$ cat src/rtl/nvm_pkg.sv
`timescale 1ns/1ps
package nvm_pkg;
  localparam logic [4:0] MODE_MAIN   = 5'h00;
  localparam logic [4:0] MODE_TST_A  = 5'h01;
  localparam logic [4:0] MODE_TST_B  = 5'h02;
  localparam logic [4:0] MODE_TST_C  = 5'h11;
  localparam logic [7:0] ERASED_BYTE = 8'hFF;

  function automatic logic is_test_code(input logic [4:0] m);
    return (m == MODE_TST_A) || (m == MODE_TST_B) || (m == MODE_TST_C);
  endfunction
endpackage

$ cat src/rtl/nvm_cmd_decode.sv
`timescale 1ns/1ps
module nvm_cmd_decode
  import nvm_pkg::*;
(
  input  logic       clk,
  input  logic       rst,
  input  logic [4:0] mode_sel,
  input  logic       cs_n,
  input  logic       we_n,
  input  logic       prog_n,
  input  logic       erase_n,
  input  logic       abort_n,
  input  logic       sleep_n,
  output logic       is_read,
  output logic       is_prog,
  output logic       is_erase,
  output logic       is_test
);
  logic selected;
  logic main_grp;

  always_comb begin
    selected = !cs_n && sleep_n && abort_n;
    main_grp = selected && (mode_sel == MODE_MAIN);
    is_read  = main_grp &&  we_n &&  prog_n &&  erase_n;
    is_prog  = main_grp && !we_n && !prog_n &&  erase_n;
    is_erase = main_grp && !we_n &&  prog_n && !erase_n;
    is_test  = selected && is_test_code(mode_sel);
  end

  // at most one operation is decoded in any cycle
  assert_single_op_R1: assert property (@(posedge clk) disable iff (rst)
    $onehot0({is_read, is_prog, is_erase, is_test}));
endmodule

$ cat src/rtl/nvm_write_ctrl.sv
`timescale 1ns/1ps
module nvm_write_ctrl
  import nvm_pkg::*;
#(
  parameter int AW        = 8,
  parameter int MIN_PULSE = 8
) (
  input  logic          clk,
  input  logic          rst,
  input  logic          is_prog,
  input  logic          is_erase,
  input  logic          cs_n,
  input  logic          abort_n,
  input  logic [AW-1:0] addr,
  input  logic [7:0]    wdata,
  input  logic [7:0]    old_byte,
  output logic          busy,
  output logic [AW-1:0] lat_addr,
  output logic          wr_en,
  output logic          wr_erase,
  output logic [7:0]    wr_data,
  output logic          corrupt_req,
  output logic          short_err,
  output logic          moved_err,
  output logic          seq_err
);
  localparam int MIN_EFF = (MIN_PULSE < 2) ? 2 : MIN_PULSE;
  localparam int CW      = $clog2(MIN_EFF + 1);
  localparam logic [CW-1:0] CNT_MIN = CW'(MIN_EFF);

  logic [CW-1:0] cnt;
  logic [7:0]    lat_data;
  logic          lat_erase;
  logic          used;
  logic          moved_q;
  logic          any_wr;
  logic          same_kind;
  logic          moved_now;
  logic          pulse_end;
  logic          long_enough;
  logic          start;
  logic          reject;

  always_comb begin
    any_wr      = is_prog || is_erase;
    same_kind   = busy && (lat_erase ? is_erase : is_prog);
    moved_now   = same_kind && ((addr != lat_addr) ||
                  (!lat_erase && (wdata != lat_data)));
    pulse_end   = busy && abort_n && !same_kind;
    long_enough = (cnt >= CNT_MIN);
    start       = !busy && abort_n && any_wr && !used;
    reject      = !busy && abort_n && any_wr &&  used;
    wr_en       = pulse_end && long_enough && !moved_q;
    wr_erase    = lat_erase;
    wr_data     = lat_erase ? ERASED_BYTE : (old_byte & lat_data);
    corrupt_req = busy && !abort_n;
  end

  always_ff @(posedge clk) begin
    if (rst) begin
      busy      <= 1'b0;
      used      <= 1'b0;
      cnt       <= '0;
      lat_addr  <= '0;
      lat_data  <= '0;
      lat_erase <= 1'b0;
      moved_q   <= 1'b0;
      short_err <= 1'b0;
      moved_err <= 1'b0;
      seq_err   <= 1'b0;
    end else begin
      if (!abort_n || cs_n) used <= 1'b0;
      else if (start)       used <= 1'b1;

      if (!abort_n)       busy <= 1'b0;
      else if (start)     busy <= 1'b1;
      else if (pulse_end) busy <= 1'b0;

      if (start) begin
        cnt       <= CW'(1);
        lat_addr  <= addr;
        lat_data  <= wdata;
        lat_erase <= is_erase;
        moved_q   <= 1'b0;
        short_err <= 1'b0;
        moved_err <= 1'b0;
        seq_err   <= 1'b0;
      end else begin
        if (same_kind && (cnt < CNT_MIN)) cnt <= cnt + CW'(1);
        if (moved_now) begin
          moved_q   <= 1'b1;
          moved_err <= 1'b1;
        end
        if (pulse_end && !long_enough) short_err <= 1'b1;
        if (reject) seq_err <= 1'b1;
      end
    end
  end

  // an abort always leaves the controller idle
  assert_abort_idles_R6: assert property (@(posedge clk) disable iff (rst)
    !abort_n |=> !busy);
  // a refusal can only follow a cycle with chip select held low
  assert_reject_needs_low_cs_R5: assert property (@(posedge clk) disable iff (rst)
    $rose(seq_err) |-> !$past(cs_n));
  // a pulse that reported movement never commits
  assert_no_commit_after_move_R4: assert property (@(posedge clk) disable iff (rst)
    wr_en |-> !moved_err);
endmodule

$ cat src/rtl/nvm_store.sv
`timescale 1ns/1ps
module nvm_store
  import nvm_pkg::*;
#(
  parameter int DEPTH = 256,
  parameter int AW    = $clog2(DEPTH)
) (
  input  logic          clk,
  input  logic          rst,
  input  logic [AW-1:0] rd_addr,
  input  logic          wr_en,
  input  logic          wr_erase,
  input  logic [AW-1:0] wr_addr,
  input  logic [7:0]    wr_data,
  input  logic          corrupt_req,
  input  logic [AW-1:0] corrupt_addr,
  output logic [7:0]    old_byte,
  output logic          old_corrupt
);
  logic [7:0]       mem [DEPTH];
  logic [DEPTH-1:0] written;
  logic [DEPTH-1:0] damaged;
  logic [7:0]       mem_q;
  logic             written_q;

  always_ff @(posedge clk) begin
    if (wr_en) mem[wr_addr] <= wr_data;
    mem_q <= mem[rd_addr];
  end

  always_ff @(posedge clk) begin
    if (rst) begin
      written     <= '0;
      damaged     <= '0;
      written_q   <= 1'b0;
      old_corrupt <= 1'b0;
    end else begin
      written_q   <= written[rd_addr];
      old_corrupt <= damaged[rd_addr];
      if (wr_en) begin
        written[wr_addr] <= 1'b1;
        if (wr_erase) damaged[wr_addr] <= 1'b0;
      end
      if (corrupt_req) damaged[corrupt_addr] <= 1'b1;
    end
  end

  always_comb old_byte = written_q ? mem_q : ERASED_BYTE;

  // a program commit never raises a bit that is stored as zero
  assert_prog_only_clears_R2: assert property (@(posedge clk) disable iff (rst)
    (wr_en && !wr_erase) |-> ((wr_data & ~old_byte) == 8'h00));
  // an erase commit writes all ones
  assert_erase_all_ones_R3: assert property (@(posedge clk) disable iff (rst)
    (wr_en && wr_erase) |-> (wr_data == ERASED_BYTE));
endmodule

$ cat src/rtl/nvm_byte_array.sv
`timescale 1ns/1ps
module nvm_byte_array
  import nvm_pkg::*;
#(
  parameter int         DEPTH        = 256,
  parameter int         MIN_PULSE    = 8,
  parameter logic [7:0] INVALID_BYTE = 8'hA5,
  localparam int        AW           = $clog2(DEPTH)
) (
  input  logic          clk,
  input  logic          rst,
  input  logic [4:0]    mode_sel,
  input  logic [AW-1:0] addr,
  input  logic [7:0]    wdata,
  input  logic          cs_n,
  input  logic          we_n,
  input  logic          prog_n,
  input  logic          erase_n,
  input  logic          abort_n,
  input  logic          sleep_n,
  output logic [7:0]    rdata,
  output logic          rdata_valid,
  output logic          rd_corrupt,
  output logic          short_err,
  output logic          moved_err,
  output logic          seq_err,
  output logic          unsupported
);
  logic          is_read, is_prog, is_erase, is_test;
  logic          busy;
  logic [AW-1:0] lat_addr;
  logic          wr_en, wr_erase, corrupt_req;
  logic [7:0]    wr_data;
  logic [7:0]    old_byte;
  logic          old_corrupt;
  logic [AW-1:0] rd_addr;
  logic          rd_q;

  nvm_cmd_decode u_dec (
    .clk(clk), .rst(rst), .mode_sel(mode_sel), .cs_n(cs_n), .we_n(we_n),
    .prog_n(prog_n), .erase_n(erase_n), .abort_n(abort_n), .sleep_n(sleep_n),
    .is_read(is_read), .is_prog(is_prog), .is_erase(is_erase), .is_test(is_test)
  );

  nvm_write_ctrl #(.AW(AW), .MIN_PULSE(MIN_PULSE)) u_wctl (
    .clk(clk), .rst(rst), .is_prog(is_prog), .is_erase(is_erase),
    .cs_n(cs_n), .abort_n(abort_n), .addr(addr), .wdata(wdata),
    .old_byte(old_byte), .busy(busy), .lat_addr(lat_addr), .wr_en(wr_en),
    .wr_erase(wr_erase), .wr_data(wr_data), .corrupt_req(corrupt_req),
    .short_err(short_err), .moved_err(moved_err), .seq_err(seq_err)
  );

  always_comb rd_addr = busy ? lat_addr : addr;

  nvm_store #(.DEPTH(DEPTH), .AW(AW)) u_store (
    .clk(clk), .rst(rst), .rd_addr(rd_addr), .wr_en(wr_en),
    .wr_erase(wr_erase), .wr_addr(lat_addr), .wr_data(wr_data),
    .corrupt_req(corrupt_req), .corrupt_addr(lat_addr),
    .old_byte(old_byte), .old_corrupt(old_corrupt)
  );

  always_ff @(posedge clk) begin
    if (rst) begin
      rd_q        <= 1'b0;
      unsupported <= 1'b0;
    end else begin
      rd_q        <= is_read;
      unsupported <= is_test;
    end
  end

  always_comb begin
    rdata_valid = rd_q;
    rdata       = rd_q ? old_byte : INVALID_BYTE;
    rd_corrupt  = rd_q && old_corrupt;
  end

  // standby or sleep gives an invalid read in the following cycle
  assert_standby_invalid_R7: assert property (@(posedge clk) disable iff (rst)
    (cs_n || !sleep_n) |=> !rdata_valid);
  // a test-mode code never starts a write pulse
  assert_test_no_write_R9: assert property (@(posedge clk) disable iff (rst)
    is_test |=> !$rose(busy));
endmodule

$ cat config.mk
export PLATFORM = sky130hd
export DESIGN_NAME = nvm_byte_array
export DESIGN_NICKNAME = d
export VERILOG_FILES = /design/src/rtl/nvm_pkg.sv /design/src/rtl/nvm_cmd_decode.sv /design/src/rtl/nvm_write_ctrl.sv /design/src/rtl/nvm_store.sv /design/src/rtl/nvm_byte_array.sv
export SDC_FILE = /design/constraint.sdc
export NUM_CORES = 2
export LEC_CHECK = 0
export BUFFER_PORTS_ARGS = -buffer_cell sky130_fd_sc_hd__buf_2
export CAP_MARGIN = 0
export CORE_UTILIZATION = 71
export CTS_BUF_LIST = sky130_fd_sc_hd__clkbuf_8
export DETAILED_ROUTE_END_ITERATION = 12
export PLACE_DENSITY_LB_ADDON = 0.1
export SETUP_SLACK_MARGIN = 0.02
export SKIP_LAST_GASP = 1
export SLEW_MARGIN = 0
export SYNTH_ARGS = -nofsm -noshare
export SYNTH_HDL_FRONTEND = slang
export SYNTH_HIERARCHICAL = 1
export SYNTH_SLANG_ARGS = --single-unit
$ cat constraint.sdc
create_clock -name clk -period 6.6 [get_ports clk]
set_clock_uncertainty 0.15 [all_clocks]
set_input_delay 1.32 -clock clk [delete_from_list [all_inputs] [get_ports clk]]
set_output_delay 1.32 -clock clk [all_outputs]
set_load 0.02 [all_outputs]
## Word-level counts from Yosys, hierarchy flattened

Memory sizes are Yosys's and may differ from the RTL's. A register that Yosys moved wholly into a read port is not among the register bits.
Cells that the tools add are included.

| word-level totals | value |
|---|---|
| memories | 1 |
| bits in registers | 542 |
| word-level logic and storage cells | 105 |
| output and inout bits | 14 |
| bits in writable memories | 2048 |

Memory list:

| memory | depth | bits a word | read ports | clocked after memory_dff | wr ports | RTL line | text |
|---|---|---|---|---|---|---|---|
| u_store.mem | 256 | 8 | 1 | 1 | 1 | nvm_store.sv:20 | `logic [7:0] mem [DEPTH];` |

| cells by class | value |
|---|---|
| muxes and demuxes | 21 |
| equal/unequal tests | 5 |
| reductions and logical operators | 50 |
| $lt $le $gt $ge | 5 |
| add/sub/neg operators | 1 |
| bitwise operators | 6 |

Operators with widths:

| kind | number |
|---|---|
| 256-bit two-way mux | 4 |
| 256-bit bitwise OR | 2 |
| 256-bit AND | 1 |
| 256-bit inverter | 1 |
| 8-bit two-way mux | 4 |
| 1-bit logical AND | 28 |
| 8-bit by 9-bit < comparator with 1-bit output, second input constant | 2 |
| 1-bit binary-select mux with 8-bit select | 2 |
| 8-bit != test | 2 |
| 1-bit logical NOT | 11 |
| 1-bit two-way mux | 10 |
| 8-bit AND | 1 |
| 1-bit demux with 8-bit select | 1 |
| 8-bit by 1-bit greater-or-equal comparator with 1-bit output, second input constant | 1 |
| 2-bit OR reduction | 3 |
| 5-bit by 1-bit == test with 1-bit output, second input constant | 1 |
| 5-bit by 2-bit == test with 1-bit output, second input constant | 1 |
| 5-bit == test, second input constant | 1 |
| 5-bit logical NOT | 1 |
| 1-bit logical OR | 5 |
| 4-bit by 1-bit adder with 4-bit output, second input constant | 1 |
| 4-bit greater-or-equal comparator, second input constant | 1 |
| 4-bit < comparator, second input constant | 1 |
| 2-bit nonzero test | 2 |
| 1-bit inverter | 1 |

## Longest topological paths before layout

| logic depth | value |
|---|---|
| word-level depth | 17 |
| depth in mapped cells | 14 |

## By module

Netlist, hierarchy kept.

By module, submodules not included:

| module | cells each | times used | area an instance (µm²) | sequential area each (µm²) |
|---|---|---|---|---|
| nvm_store | 6064 | 1 | 100955.6 | 71949.0 |
| nvm_write_ctrl | 129 | 1 | 1265.0 | 520.5 |
| nvm_byte_array | 22 | 1 | 240.2 | 40.0 |
| nvm_cmd_decode | 12 | 1 | 87.6 | 0.0 |

## Worst setup path before layout

No wires, ideal clock.

| timing | value |
|---|---|
| kind | reg2reg |
| start | register u_wctl.lat_erase, in the netlist u_wctl/wr_erase |
| end | memory u_store.mem[0][0] (data pin) |
| setup time | 0.794 ns |
| slack | 2.185 ns |
| cell stages (with the launch flop) | 3 |
| data arrival time | 3.471 ns |
| required time | 5.656 ns |
| buffers on the path | 1 |
| cell sequence | dfxtp_1 -> buf_2 -> a21o_1 |

| between the ends | value |
|---|---|
| longest elaborated chain between the ends | 1 |

Ends and longest elaborated chain:

| item | RTL line | text |
|---|---|---|
| start, declared | nvm_write_ctrl.sv:33 | `logic lat_erase;` |
| start signal, assigned | nvm_write_ctrl.sv:83 | `lat_erase <= is_erase;` |
| 8-bit two-way mux | nvm_write_ctrl.sv:55 | `wr_data = lat_erase ? ERASED_BYTE : (old_byte & lat_data);` |
| via wr_data[0] | nvm_byte_array.sv:33 | `logic [7:0] wr_data;` |
| end, declared | nvm_store.sv:20 |  |

The timed path passes the listed nets, and every way through them passes these cells.

## Worst setup path after layout

| timing | value |
|---|---|
| start | register u_wctl.busy |
| end | register u_store.mem_q[1], read port of u_store.mem |

| between the ends | value |
|---|---|
| longest elaborated chain between the ends | 1 |

Ends and longest elaborated chain:

| item | RTL line | text |
|---|---|---|
| start, declared | nvm_write_ctrl.sv:17 | `output logic busy,` |
| start signal, assigned | nvm_write_ctrl.sv:61 | `busy <= 1'b0;` |
| start signal, assigned | nvm_write_ctrl.sv:75 | `if (!abort_n) busy <= 1'b0;` |
| start signal, assigned | nvm_write_ctrl.sv:76 | `else if (start) busy <= 1'b1;` |
| 8-bit two-way mux | nvm_byte_array.sv:53 | `always_comb rd_addr = busy ? lat_addr : addr;` |
| via rd_addr[0] | nvm_byte_array.sv:36 | `logic [AW-1:0] rd_addr;` |
| end, declared | nvm_store.sv:23 | `logic [7:0] mem_q;` |

The timed path passes the listed nets, and every way through them passes these cells.
A chain may end at the register's enable or synchronous reset.

==> summary.md <==
| Metric | Value |
|---|---|
| VDD IR max | around 0.23 mV |
| PwrDens | roughly 280 mW/mm^2 |
| Pint | 24.4 mW |
| Initial Util | 71.5% |
| Syn avg cell area | between 15 and 20 um^2 |
| Post-synthesis simple-gate area fraction | roughly 6.7% |
| CP Capture Type | flip-flop |
| Worst setup path class | reg -> reg |
| CP delay by family, top | compound AO/OA/AOI/OAI gates |
| Switching pwr | 6.69 mW |
| Final Util | 78.7% |
| Hold-fix buffers, CTS | 0 |
| # DRC | 0 |
| Final worst-path cycle share | 84.7% |
| First-pass GRT wire length | roughly 410000 um |
| Yosys cell types | 80 |
| Number of global-route vias before repair | about 61000 |
| I/O pin cnt | 43 |
| HP Class | reg -> reg |
| I/O Buffers | 42 |
| Sequential Power Share | a little under three fifths |
| Mapped Cells | 6227 |
| Latest clock arrival within the worst-skew pair | 1.04 ns |
| Top_reg_cell synth | edfxtp_1 |
| Routed Wire Length | between 200000 and 300000 um |
| Crit-path cells | mux2_8 > buf_12 > mux4_2 > a22o_1 > a221oi_1 > o2111ai_1 > a211oi_1 > a211oi_1 |
| Rel. slew slack | -0.178% |
| Largest net degree at the start of global routing | 201 |
| Min cycle time layout | about 5.6 ns |
| CTS tree | yes |
| Initial antenna violation count | 13 |
| DIE HEIGHT | ~380 um |
| CP Launch Type | flip-flop |
| Count leader, synth | edfxtp_1 |
| Post-synth top cells | edfxtp_1 (2048), nor2_1 (1091), dfxtp_1 (550) |
| EDFF count, synth | just over 2000 |
| Worst-margin pin slew | between 1 and 1.5 ns |
| Cell Count Post-Placement | ~8000 |
| Post-DRT Antenna Nets | 0 |
| Core area | ~0.14 mm^2 |
| Share of layout cells above drive strength 1 | 21.6% |
| Slowest-stage cell, CP | a211oi_1 |
| Syn. warnings | 6 |
| Final count of pins violating max slew | 1 |
| Iteration-0 DRC Markers | ~10000 |
| Status | complete, but fails checks |
| Die width | between 300 and 400 um |
| Clk pwr share | between 40% and 50% |
| Compound-cell area share of the yosys netlist | between 5 and 6% |
| Vias per std cell | 7.16 |
| Lkg Pwr | between 40 and 50 nW |
| Post-CTS Setup Repair Bufs | 0 |
| Post-DP HPWL | 182000 um |
| Max-cap check violation count | 1 |
| Per-cell routed wire length | 33.0 um |
| H-tree levels | 5 |
| Max Buffers Root-to-Sink | 4 |
| Mapped Area | approximately 0.10 mm^2 |
| Seq cells post-synth | approximately 2600 |
| Sw Ratio | between 20% and 30% |
| Cts bufs inserted | roughly 400 |
| Crit path DAT | around 6.3 ns |
| GPL Wtd Cong | approximately 1 |
| Setup tns final | 0 ns |
| Vias | between 60000 and 70000 |
| Tot GR Track Use | around two fifths |
| Final Hold Vio Count | 0 |
| Combinational power share | 2.8% |
| Main combinational cell family by area after synthesis | multiplexers |
| Non-Filler Instances | a little under 9000 |
| GRT overflow | 0 |
| Total Power | about 31 mW |
| XOR/XNOR Fraction of Synth Area | less than 1% |
| Nets@finish | 6533 |
| Max Clock Freq | 179 MHz |
| Max incr delay on CP | between 1 and 1.5 ns |
| Flop2flop setup slack | 1.01 ns |
| Total iterations of the first detailed-routing run | 8 |
| Root Driver | clkbuf_8 |
| Post-CTS Resized | 0 |
| Synth Net Count | about 6300 |
| Asr flop ratio synth | 0% |
| Worst path most repeated cell | a211oi_1 |
| Final setup viols | 0 |
| Die Area | approximately 0.15 mm^2 |
| Post-Synth Adder-Cell Area | less than 1% |
| Rows | roughly 140 |
| Worst path required time | around 7.3 ns |
| Top post-synthesis cells by area | edfxtp_1 (60%), mux4_2 (12%), dfxtp_1 (11%) |
| Total clock sinks | 2598 |
| Worst path buffer plus inverter count | 1 |
| Unrepaired setup endpoints after global routing | no |
| Area growth syn-to-layout | 10.1% |
| Post-synthesis mux area share | between 10% and 20% |
| Top cell type by total area after synthesis | edfxtp_1 |
| Post-synth top area share | 60.0% |
| CTS clock-pin slew for the worst setup and hold paths | ~0.060 ns |
| Failing checks | max-capacitance violations, max-slew violations |
| Max FO, Critical Path | 59 |
| Sequential share of the synthesized area | between 70% and 80% |
## area by class of cell
cell class                 instances  area, um^2
sequential                      2598       72500
fill                            7592       30600
multi-input combinational       3203       28000
clock buffer                     448        6170
tap                             1903        2380
timing repair buffer             292        2360
clock inverter                   273        1420
inverter                           6        22.5
antenna                            7        17.5
## sequential cells by signal (all words and copies together), names as in the netlist, 4 cells and up
signal / cells
u_wctl/lat_addr: 8
u_store/mem: 2048
u_store/damaged: 256
u_store/written: 256
u_wctl/cnt: 4
u_store/mem_q: 8
u_wctl/lat_data: 8
## kinds of logic (layout without fill, tap and decap cells)
group	after synthesis	after routing
buffers and inverters	426	1019
AO/OA/AOI/OAI	765	765
XOR/XNOR	18	18
multiplexers	760	760
flip-flops	2598	2598
adder cells (fa/ha/maj)	2	2
AND/OR/NAND/NOR	1658	1658
other	0	7
## through the flow
| stage | hold WS (ns) | setup slack [ns] | instance area [um^2] |
|---|---|---|---|
| after floorplan | 0.282 | 2.18 | 103000 |
| after global placement | 0.291 | 0.519 | 105000 |
| after detailed placement | 0.304 | 0.840 | 105000 |
| after CTS | 0.285 | 1.14 | 113000 |
| after global routing | 0.302 | 1.06 | 113000 |
| final | 0.315 | 1.01 | 113000 |
## power groups by stage
stage / Combinational (mW) / Sequential, mW / Clock [mW]
finish: 0.861 / 17.4 / 12.8
global route: 0.871 / 17.4 / 13.5
CTS: 0.832 / 17.4 / 12.8
detailed placement: 0.830 / 17.8 / 0
global placement: 0.825 / 17.8 / 0
floorplan: 0.561 / 17.8 / 0
## layout by cell type (no fill, tap or decap), drive strengths merged, types with 8 or more instances in the layout
cell	count
xor2	9
a21oi	80
a211oi	36
o2111ai	8
a22oi	429
mux2i	141
a2111oi	9
o21ai	16
nor2b	26
a21o	8
and2	20
o31ai	9
nor2	1092
a22o	29
a32oi	8
mux2	42
a221oi	23
bufinv	12
clkbuf	448
nor3	41
o221ai	46
o21a	9
nor4	18
nand3	123
buf	292
o22ai	25
inv	137
xnor2	9
nand2b	31
edfxtp	2048
o21ba	9
clkinv	128
dfxtp	550
nand2	257
mux4	577
## worst paths after layout
kind,endpoint,cells past startpoint,startpoint
max reg2reg,u_store/mem_q[1],8,u_wctl/busy
min reg2reg,u_store/written[93],2,u_store/written[93]
min,u_store/written[93],2,u_store/written[93]
max,u_store/mem_q[1],8,u_wctl/busy
## worst min-delay path, stage by stage, from the launching register on
cell	delay, ns
dfxtp_1	0.32
nor2_1	0.04
nor2_1	0.06
## layer usage
| metal | share of wire, % | vias up | GRT usage (%) |
|---|---|---|---|
| li1 | - | 25016 | - |
| met1 | 35 | 31390 | 55.6 |
| met2 | 45 | 5029 | 58.5 |
| met3 | 13 | 1023 | 10.8 |
| met4 | 6.0 | 8 | 20.6 |
| met5 | 0.020 | - | 0 |
(Power assumes the default switching activity.)
